`config.mk`:
```
export PLATFORM = sky130hd
export DESIGN_NAME = vx_masked_exec
export DESIGN_NICKNAME = d
export VERILOG_FILES = /design/src/rtl/vx_pkg.sv /design/src/rtl/vx_find_first.sv /design/src/rtl/vx_alu.sv /design/src/rtl/vx_mask_reg.sv /design/src/rtl/vx_masked_exec.sv
export SDC_FILE = /design/constraint.sdc
export NUM_CORES = 2
export LEC_CHECK = 0
export BUFFER_PORTS_ARGS = -buffer_cell sky130_fd_sc_hd__buf_2
export CORE_MARGIN = 1.5
export CORE_UTILIZATION = 62
export CTS_CLUSTER_DIAMETER = 120
export DETAILED_ROUTE_END_ITERATION = 10
export PLACE_DENSITY = 0.93
export SYNTH_ARGS = -nofsm -noshare
export SYNTH_HDL_FRONTEND = slang
export SYNTH_SLANG_ARGS = --single-unit
```
`constraint.sdc`:
```
create_clock -name clk_i -period 4.3 [get_ports clk_i]
set_input_delay 1.29 -clock clk_i [delete_from_list [all_inputs] [get_ports clk_i]]
set_output_delay 1.29 -clock clk_i [all_outputs]
set_load 0.03 [all_outputs]
```
`src/rtl/vx_pkg.sv`:
```
package vx_pkg;
  typedef enum logic [1:0] {OP_ADD = 2'd0, OP_SUB = 2'd1, OP_MUL = 2'd2, OP_RSV = 2'd3} op_e;
  typedef enum logic [1:0] {CMD_EXEC = 2'd0, CMD_CMP = 2'd1, CMD_SETM = 2'd2, CMD_RSV = 2'd3} cmd_e;
  typedef enum logic [1:0] {ST_IDLE = 2'd0, ST_RUN = 2'd1, ST_FIN = 2'd2} state_e;
endpackage

```
`src/rtl/vx_find_first.sv`:
```
module vx_find_first #(
  parameter int N  = 32,
  localparam int IW = $clog2(N)
) (
  input  logic [N-1:0]  req_i,
  output logic [IW-1:0] idx_o,
  output logic          found_o
);
  always_comb begin
    idx_o   = '0;
    found_o = |req_i;
    for (int i = N - 1; i >= 0; i--) begin
      if (req_i[i]) idx_o = IW'(i);
    end
  end
endmodule

```
`src/rtl/vx_alu.sv`:
```
module vx_alu
  import vx_pkg::*;
#(
  parameter int DW = 32
) (
  input  op_e           op_i,
  input  logic [DW-1:0] a_i,
  input  logic [DW-1:0] b_i,
  output logic [DW-1:0] res_o
);
  always_comb begin
    unique case (op_i)
      OP_SUB:  res_o = a_i - b_i;
      OP_MUL:  res_o = a_i * b_i;
      default: res_o = a_i + b_i;
    endcase
  end
endmodule

```
`src/rtl/vx_mask_reg.sv`:
```
module vx_mask_reg #(
  parameter int N  = 32,
  localparam int IW = $clog2(N)
) (
  input  logic          clk_i,
  input  logic          rst_ni,
  input  logic          set_all_i,
  input  logic          wipe_i,
  input  logic          upd_i,
  input  logic [IW-1:0] upd_idx_i,
  input  logic          upd_bit_i,
  output logic [N-1:0]  mask_o
);
  always_ff @(posedge clk_i or negedge rst_ni) begin
    if (!rst_ni)        mask_o <= '1;
    else if (set_all_i) mask_o <= '1;
    else if (wipe_i)    mask_o <= '0;
    else if (upd_i)     mask_o[upd_idx_i] <= upd_bit_i;
  end


  set_all_chk: assert property (@(posedge clk_i) disable iff (!rst_ni)
    set_all_i |=> (&mask_o));

  wipe_chk: assert property (@(posedge clk_i) disable iff (!rst_ni)
    (wipe_i && !set_all_i) |=> (mask_o == '0));
endmodule

```
`src/rtl/vx_masked_exec.sv`:
```
module vx_masked_exec
  import vx_pkg::*;
#(
  parameter int MAX_VL = 32,
  parameter int DW     = 32,
  localparam int IW    = $clog2(MAX_VL),
  localparam int LW    = IW + 1
) (
  input  logic              clk_i,
  input  logic              rst_ni,
  input  logic              start_i,
  input  logic [1:0]        cmd_i,
  input  logic [1:0]        op_i,
  input  logic              dense_i,
  input  logic [LW-1:0]     vl_i,
  input  logic [DW-1:0]     scalar_i,
  output logic [IW-1:0]     rd_idx_o,
  input  logic [DW-1:0]     rd_a_i,
  input  logic [DW-1:0]     rd_b_i,
  output logic              wr_en_o,
  output logic [IW-1:0]     wr_idx_o,
  output logic [DW-1:0]     wr_data_o,
  output logic              done_o,
  output logic [MAX_VL-1:0] mask_o
);
  state_e              state_q;
  cmd_e                cmd_q;
  op_e                 op_q;
  logic                dense_q;
  logic [LW-1:0]       vl_q;
  logic [DW-1:0]       scalar_q;
  logic [MAX_VL-1:0]   pending_q, pending_init, pending_next, len_mask;
  logic [LW-1:0]       vl_eff;
  logic [IW-1:0]       cur_idx;
  logic                cur_found, accept, issue, cmp_bit;
  logic [DW-1:0]       alu_res;
  cmd_e                cmd_in;

  assign cmd_in = cmd_e'(cmd_i);
  assign accept = start_i && (state_q == ST_IDLE);
  assign issue  = (state_q == ST_RUN);
  assign vl_eff = (vl_i > LW'(MAX_VL)) ? LW'(MAX_VL) : vl_i;

  for (genvar g = 0; g < MAX_VL; g++) begin : g_len
    assign len_mask[g] = (LW'(g) < vl_eff);
  end

  always_comb begin
    unique case (cmd_in)
      CMD_EXEC: pending_init = dense_i ? (len_mask & mask_o) : len_mask;
      CMD_CMP:  pending_init = len_mask;
      default:  pending_init = '0;
    endcase
  end

  // retire lowest pending element
  assign pending_next = pending_q & (pending_q - MAX_VL'(1));

  vx_find_first #(.N(MAX_VL)) u_ff (
    .req_i   (pending_q),
    .idx_o   (cur_idx),
    .found_o (cur_found)
  );

  vx_alu #(.DW(DW)) u_alu (
    .op_i  (op_q),
    .a_i   (rd_a_i),
    .b_i   (rd_b_i),
    .res_o (alu_res)
  );

  assign cmp_bit = $signed(rd_a_i) > $signed(scalar_q);

  vx_mask_reg #(.N(MAX_VL)) u_mask (
    .clk_i     (clk_i),
    .rst_ni    (rst_ni),
    .set_all_i (accept && cmd_in == CMD_SETM),
    .wipe_i    (accept && cmd_in == CMD_CMP),
    .upd_i     (issue && cmd_q == CMD_CMP),
    .upd_idx_i (cur_idx),
    .upd_bit_i (cmp_bit),
    .mask_o    (mask_o)
  );

  assign rd_idx_o = cur_idx;

  always_ff @(posedge clk_i or negedge rst_ni) begin
    if (!rst_ni) begin
      state_q   <= ST_IDLE;
      cmd_q     <= CMD_EXEC;
      op_q      <= OP_ADD;
      dense_q   <= 1'b0;
      vl_q      <= '0;
      scalar_q  <= '0;
      pending_q <= '0;
      done_o    <= 1'b0;
    end else begin
      done_o <= (state_q == ST_FIN);
      unique case (state_q)
        ST_IDLE: if (accept) begin
          cmd_q     <= cmd_in;
          op_q      <= op_e'(op_i);
          dense_q   <= dense_i;
          vl_q      <= vl_eff;
          scalar_q  <= scalar_i;
          pending_q <= pending_init;
          state_q   <= (pending_init == '0) ? ST_FIN : ST_RUN;
        end
        ST_RUN: begin
          pending_q <= pending_next;
          if (pending_next == '0) state_q <= ST_FIN;
        end
        default: state_q <= ST_IDLE;
      endcase
    end
  end

  always_ff @(posedge clk_i or negedge rst_ni) begin
    if (!rst_ni) begin
      wr_en_o   <= 1'b0;
      wr_idx_o  <= '0;
      wr_data_o <= '0;
    end else begin
      wr_en_o <= issue && (cmd_q == CMD_EXEC) && mask_o[cur_idx];
      if (issue) begin
        wr_idx_o  <= cur_idx;
        wr_data_o <= alu_res;
      end
    end
  end


  wr_below_vl_chk: assert property (@(posedge clk_i) disable iff (!rst_ni)
    wr_en_o |-> (LW'(wr_idx_o) < vl_q));

  wr_masked_chk: assert property (@(posedge clk_i) disable iff (!rst_ni)
    wr_en_o |-> mask_o[wr_idx_o]);

  dense_no_idle_chk: assert property (@(posedge clk_i) disable iff (!rst_ni)
    (issue && cmd_q == CMD_EXEC && dense_q) |=> wr_en_o);

  run_has_work_chk: assert property (@(posedge clk_i) disable iff (!rst_ni)
    issue |-> cur_found);

  done_pulse_chk: assert property (@(posedge clk_i) disable iff (!rst_ni)
    done_o |=> !done_o);

  done_after_wr_chk: assert property (@(posedge clk_i) disable iff (!rst_ni)
    done_o |-> !wr_en_o);
endmodule

```
==> results of run 1 <==
## synthesized netlist by cell type, drive strengths merged (16+ instances only)
| cell type | instances | area, um2 |
|---|---|---|
| a211oi | 36 | 270 |
| a21o | 29 | 219 |
| a21oi | 130 | 654 |
| a2bb2oi | 19 | 166 |
| a31oi | 42 | 263 |
| and2 | 133 | 832 |
| buf | 27 | 123 |
| clkbuf | 160 | 601 |
| dfrtp | 109 | 2730 |
| dfstp | 32 | 841 |
| fa | 409 | 8190 |
| ha | 188 | 2350 |
| inv | 577 | 2170 |
| nand2 | 568 | 2130 |
| nand3 | 48 | 240 |
| nand4 | 20 | 140 |
| nor2 | 164 | 616 |
| nor2b | 22 | 138 |
| nor3 | 54 | 275 |
| nor4 | 23 | 199 |
| o21ai | 145 | 729 |
| o22ai | 32 | 200 |
| o31ai | 16 | 120 |
| xnor2 | 98 | 858 |
| xor2 | 37 | 324 |
## metrics by stage
| stage | cell area (um2) | setup slack, ns |
|---|---|---|
| after detailed placement | 31700 | -3.84 |
| after floorplan | 28200 | -3.02 |
| after CTS | 33400 | -2.97 |
| after global placement | 31700 | -3.45 |
## kinds of logic after synthesis
logic type,Yosys count,synth area share [%]
compound gates,552,13.0
xor+xnor,135,4.37
fa+ha+maj,600,39.1
buf+inv,764,10.7
flops,141,13.2
mux,24,0.930
simple gates,1101,18.7
## per-layer routing
metal	track usage, %	GRT overflow
met4	64.6	1
met3	55.2	0
met1	66.4	0
met5	33.8	0
met2	82.0	1
## timing repair
item | 4_1_cts
pin swaps | 141
buffers inserted | 25
setup endpoints to repair | 28
gates cloned | 0
hold buffers | 0
gates resized for setup | 254
==> results.sh, run 1 <==
export IMPL_stop_stage="global routing"
export IMPL_io_buffers=185
export IMPL_cts_buffers=17
export IMPL_rows=76
export IMPL_cts_root_buf="clkbuf_16"
export IMPL_ys_seq_area_share_pct=13.2
export IMPL_grt_max_degree=81
export IMPL_synthArstFlopShare_pct=100
export IMPL_cts_sinks=141
export IMPL_grt_worst_setup_endpoint="wr_data_o[29]$_DFFE_PN0P_/D"
export IMPL_worst_endpoint_kind="register data pin"
export IMPL_yosys_register_bits=141
export IMPL_avgSynthCellArea_um2=8.15
export IMPL_status="aborted with a tool error"
export IMPL_ios=186
export IMPL_placed_cells=4297
export IMPL_place_hpwl_mm=80.0
export IMPL_start_util_pct=62.8
export IMPL_yosysWarnings=0
export IMPL_grt_overflow_total=2
export IMPL_error="[ERROR GRT-0232] Routing congestion too high. Check the congestion heatmap in the GUI."
export IMPL_die_w_um=212
export IMPL_ys_flop_type="dfrtp_1"
export IMPL_gp_congestion=1.13
export IMPL_die_h_um=212
export IMPL_synth_cells=3317
export IMPL_synth_edf_count=0
export IMPL_syn_cell_area_um2=27000
export IMPL_yosysUniqueCellTypes=79
export IMPL_syn_nets=4024
export IMPL_h_tree_depth=4
export IMPL_grt_total_usage_pct=67.2
export IMPL_clock_path_buffers=2
==> run 2, diff against run 1 <==
Settings changed: CORE_UTILIZATION 62 to 40, CTS_CLUSTER_DIAMETER 120 to unset, PLACE_DENSITY 0.93 to unset, PLACE_DENSITY_LB_ADDON set to 0.15.
==> results.sh, run 2 <==
export IMPL_status="complete, but fails checks"
export IMPL_violations="negative setup slack"
export IMPL_synth_xor_area_share_pct=4.37
export IMPL_start_util_pct=40.3
export IMPL_die_area_um2=69200
export IMPL_yosysUniqueCellTypes=79
export IMPL_gp_congestion=0.974
export IMPL_synth_top_area_share_pct=30.3
export IMPL_drt_initial_drc_count=2350
export IMPL_startpoint="rd_b_i[3]"
export IMPL_rows=95
export IMPL_antenna_found_initial=2
export IMPL_yosys_area_share_adder_pct=39.1
export IMPL_synth_top_family_by_area="adder cells"
export IMPL_path_common_cell="fa_1"
export IMPL_worstSetupEndpointType="register"
export IMPL_fillers=6420
export IMPL_path_clk_slew_ns=0.07
export IMPL_tightest_slew_ns=0.821
export IMPL_cts_sinks=141
export IMPL_final_area_um2=34300
export IMPL_maxSlewHeadroom_pct=44.9
export IMPL_coreArea_um2=67000
export IMPL_fin_nets=4507
export IMPL_die_w_um=263
export IMPL_yosysWarnings=0
export IMPL_io_buffers=185
export IMPL_vias=25852
export IMPL_area_growth_pct=26.9
export IMPL_die_h_um=263
export IMPL_synth_area_leader_cell="fa_1"
export IMPL_avgViaCountPerCell=5.52
export IMPL_postRouteAntennaNets=0
export IMPL_synthMuxAreaShare_pct=0.930
export IMPL_critPathLaunchType="primary input"
export IMPL_synth_area_leaders="fa_1, dfrtp_1, ha_1"
export IMPL_syn_nets=4024
export IMPL_r2r_start="op_q[1]"
export IMPL_final_max_slew_viol_count=0
export IMPL_required_ns=4.64
export IMPL_synth_most_common_cell="inv_1"
export IMPL_cts_root_buf="clkbuf_16"
export IMPL_yosys_top_cells_count="inv_1, nand2_1, fa_1"
export IMPL_crit_buf_inv=6
export IMPL_clock_path_buffers=2
export IMPL_final_common_cell="inv_1"
export IMPL_clkLatencyLatePin_ns=0.45
export IMPL_cts_buffers=17
export IMPL_setup_ws_ns=-2.95
export IMPL_worstSetupPathType="in -> reg"
export IMPL_grt_pass1_wl_mm=161
export IMPL_grt_max_degree=72
export IMPL_ios=186
export IMPL_syn_cell_area_um2=27000
export IMPL_finalHoldViolations=0
export IMPL_drv_cap=0
export IMPL_final_cell_mix="inv_1, nand2_1, buf_4"
export IMPL_cpLargestDelayFamily="adder cells"
export IMPL_yosys_register_bits=141
export IMPL_finish_utilization_pct=51.2
export IMPL_synth_cells=3317
export IMPL_cp_max_fo=11
export IMPL_min_period_over_period_pct=169
export IMPL_h_tree_depth=4
export IMPL_grt_pass1_vias=26949
export IMPL_synthArstFlopShare_pct=100
export IMPL_max_freq_ghz=0.138
export IMPL_worstHoldStart="wr_data_o[9]"
export IMPL_slowest_stage="fa_1"
export IMPL_ys_flop_type="dfrtp_1"
export IMPL_period_needed_ns=7.25
export IMPL_drt_wl_total_mm=104
export IMPL_fin_skew_ns=0.0139
export IMPL_synth_simple_gate_area_share_pct=18.7
export IMPL_layout_drive_gt1_share_pct=24.3
export IMPL_drc=0
export IMPL_regArea_um2=3570
export IMPL_critPathMaxStageDelay_ns=0.54
export IMPL_synth_compound_area_share_pct=13.0
export IMPL_grt_overflow_total=0
export IMPL_wl_per_cell_um=22.1
export IMPL_setup_viol=28
export IMPL_ys_seq_area_share_pct=13.2
export IMPL_avgSynthCellArea_um2=8.15
export IMPL_arrival_ns=7.58
export IMPL_dpl_cell_area_um2=32300
export IMPL_hold_class="reg -> reg"
export IMPL_rsz0062_at_grt="yes"
export IMPL_cts_tree="done"
export IMPL_place_hpwl_mm=84.5
export IMPL_firstDrtPassIters=6
export IMPL_synth_edf_count=0
export IMPL_multi_input_area_um2=21600
export IMPL_grt_total_usage_pct=30.4
-- run 2: final cells by class --
type                    instances  share of cell area [%]
clock inverters                13                   0.518
inverters                     577                    6.31
diodes                          1                 0.00730
flip-flops and latches        141                    10.4
well taps                     873                    3.18
repair buffers                651                    15.2
clock buffers                  19                    1.26
multi-input cells            2412                    63.1
-- run 2: final timing paths --
| check | endpoint | slack [ns] | cells past startpoint |
|---|---|---|---|
| min in group asynchronous | wr_data_o[18] | 0.85 | 1 |
| setup / recovery | wr_data_o[25] | -2.95 | 25 |
| max in group asynchronous | u_mask.mask_o[4] | 2.56 | 2 |
| hold reg to reg | wr_data_o[9] | 0.48 | 2 |
| hold / removal | wr_data_o[9] | 0.48 | 2 |
| setup reg to reg | wr_data_o[21] | 0.48 | 13 |
-- run 2: what timing repair did --
item,CTS,global route
pin swaps,119,32
gates resized for setup,216,31
gates cloned,3,0
endpoints found under the hold margin,0,0
endpoints found under the setup margin,28,29
buffers inserted,32,7
hold buffers,0,0
-- run 2: metal layers --
layer / vias up / global-route usage (%) / routed length (um)
met3: 187 / 5.90 / 8540
met2: 1078 / 47.6 / 46100
met1: 13040 / 42.7 / 45600
li1: 11545 / - / -
met5: - / 0 / 11
met4: 2 / 9.09 / 3410
-- run 2: worst min-delay path, delay by kind of cell, from the launching register on --
kind	cells	cell delay (ns)
flip-flops	1	0.34
AO/OA/AOI/OAI	1	0.06
AND/OR/NAND/NOR	1	0.05
-- run 2: kinds of logic (layout without fill, tap and decap cells) --
kind of cell	count (synthesis)	count (layout)
compound gates	552	552
xor+xnor	135	135
fa+ha+maj	600	600
buf+inv	764	1260
flops	141	141
mux	24	24
other cells	0	1
simple gates	1101	1101
-- run 2: per-stage QoR --
stage               cells  setup TNS [ns]  hold slack, ns  worst slack [ns]
detailed placement   4616          -87.00           0.470             -3.69
global placement     4616          -85.16           0.462             -3.62
global route         4686          -68.89           0.517             -3.15
floorplan            3317          -62.46           0.485             -3.02
finish               4687          -63.51           0.478             -2.95
CTS                  4679          -63.45           0.484             -2.95
Power of run 2 is not shown: default switching activity piles up to over one toggle a cycle in this logic, so the estimate is an artifact.
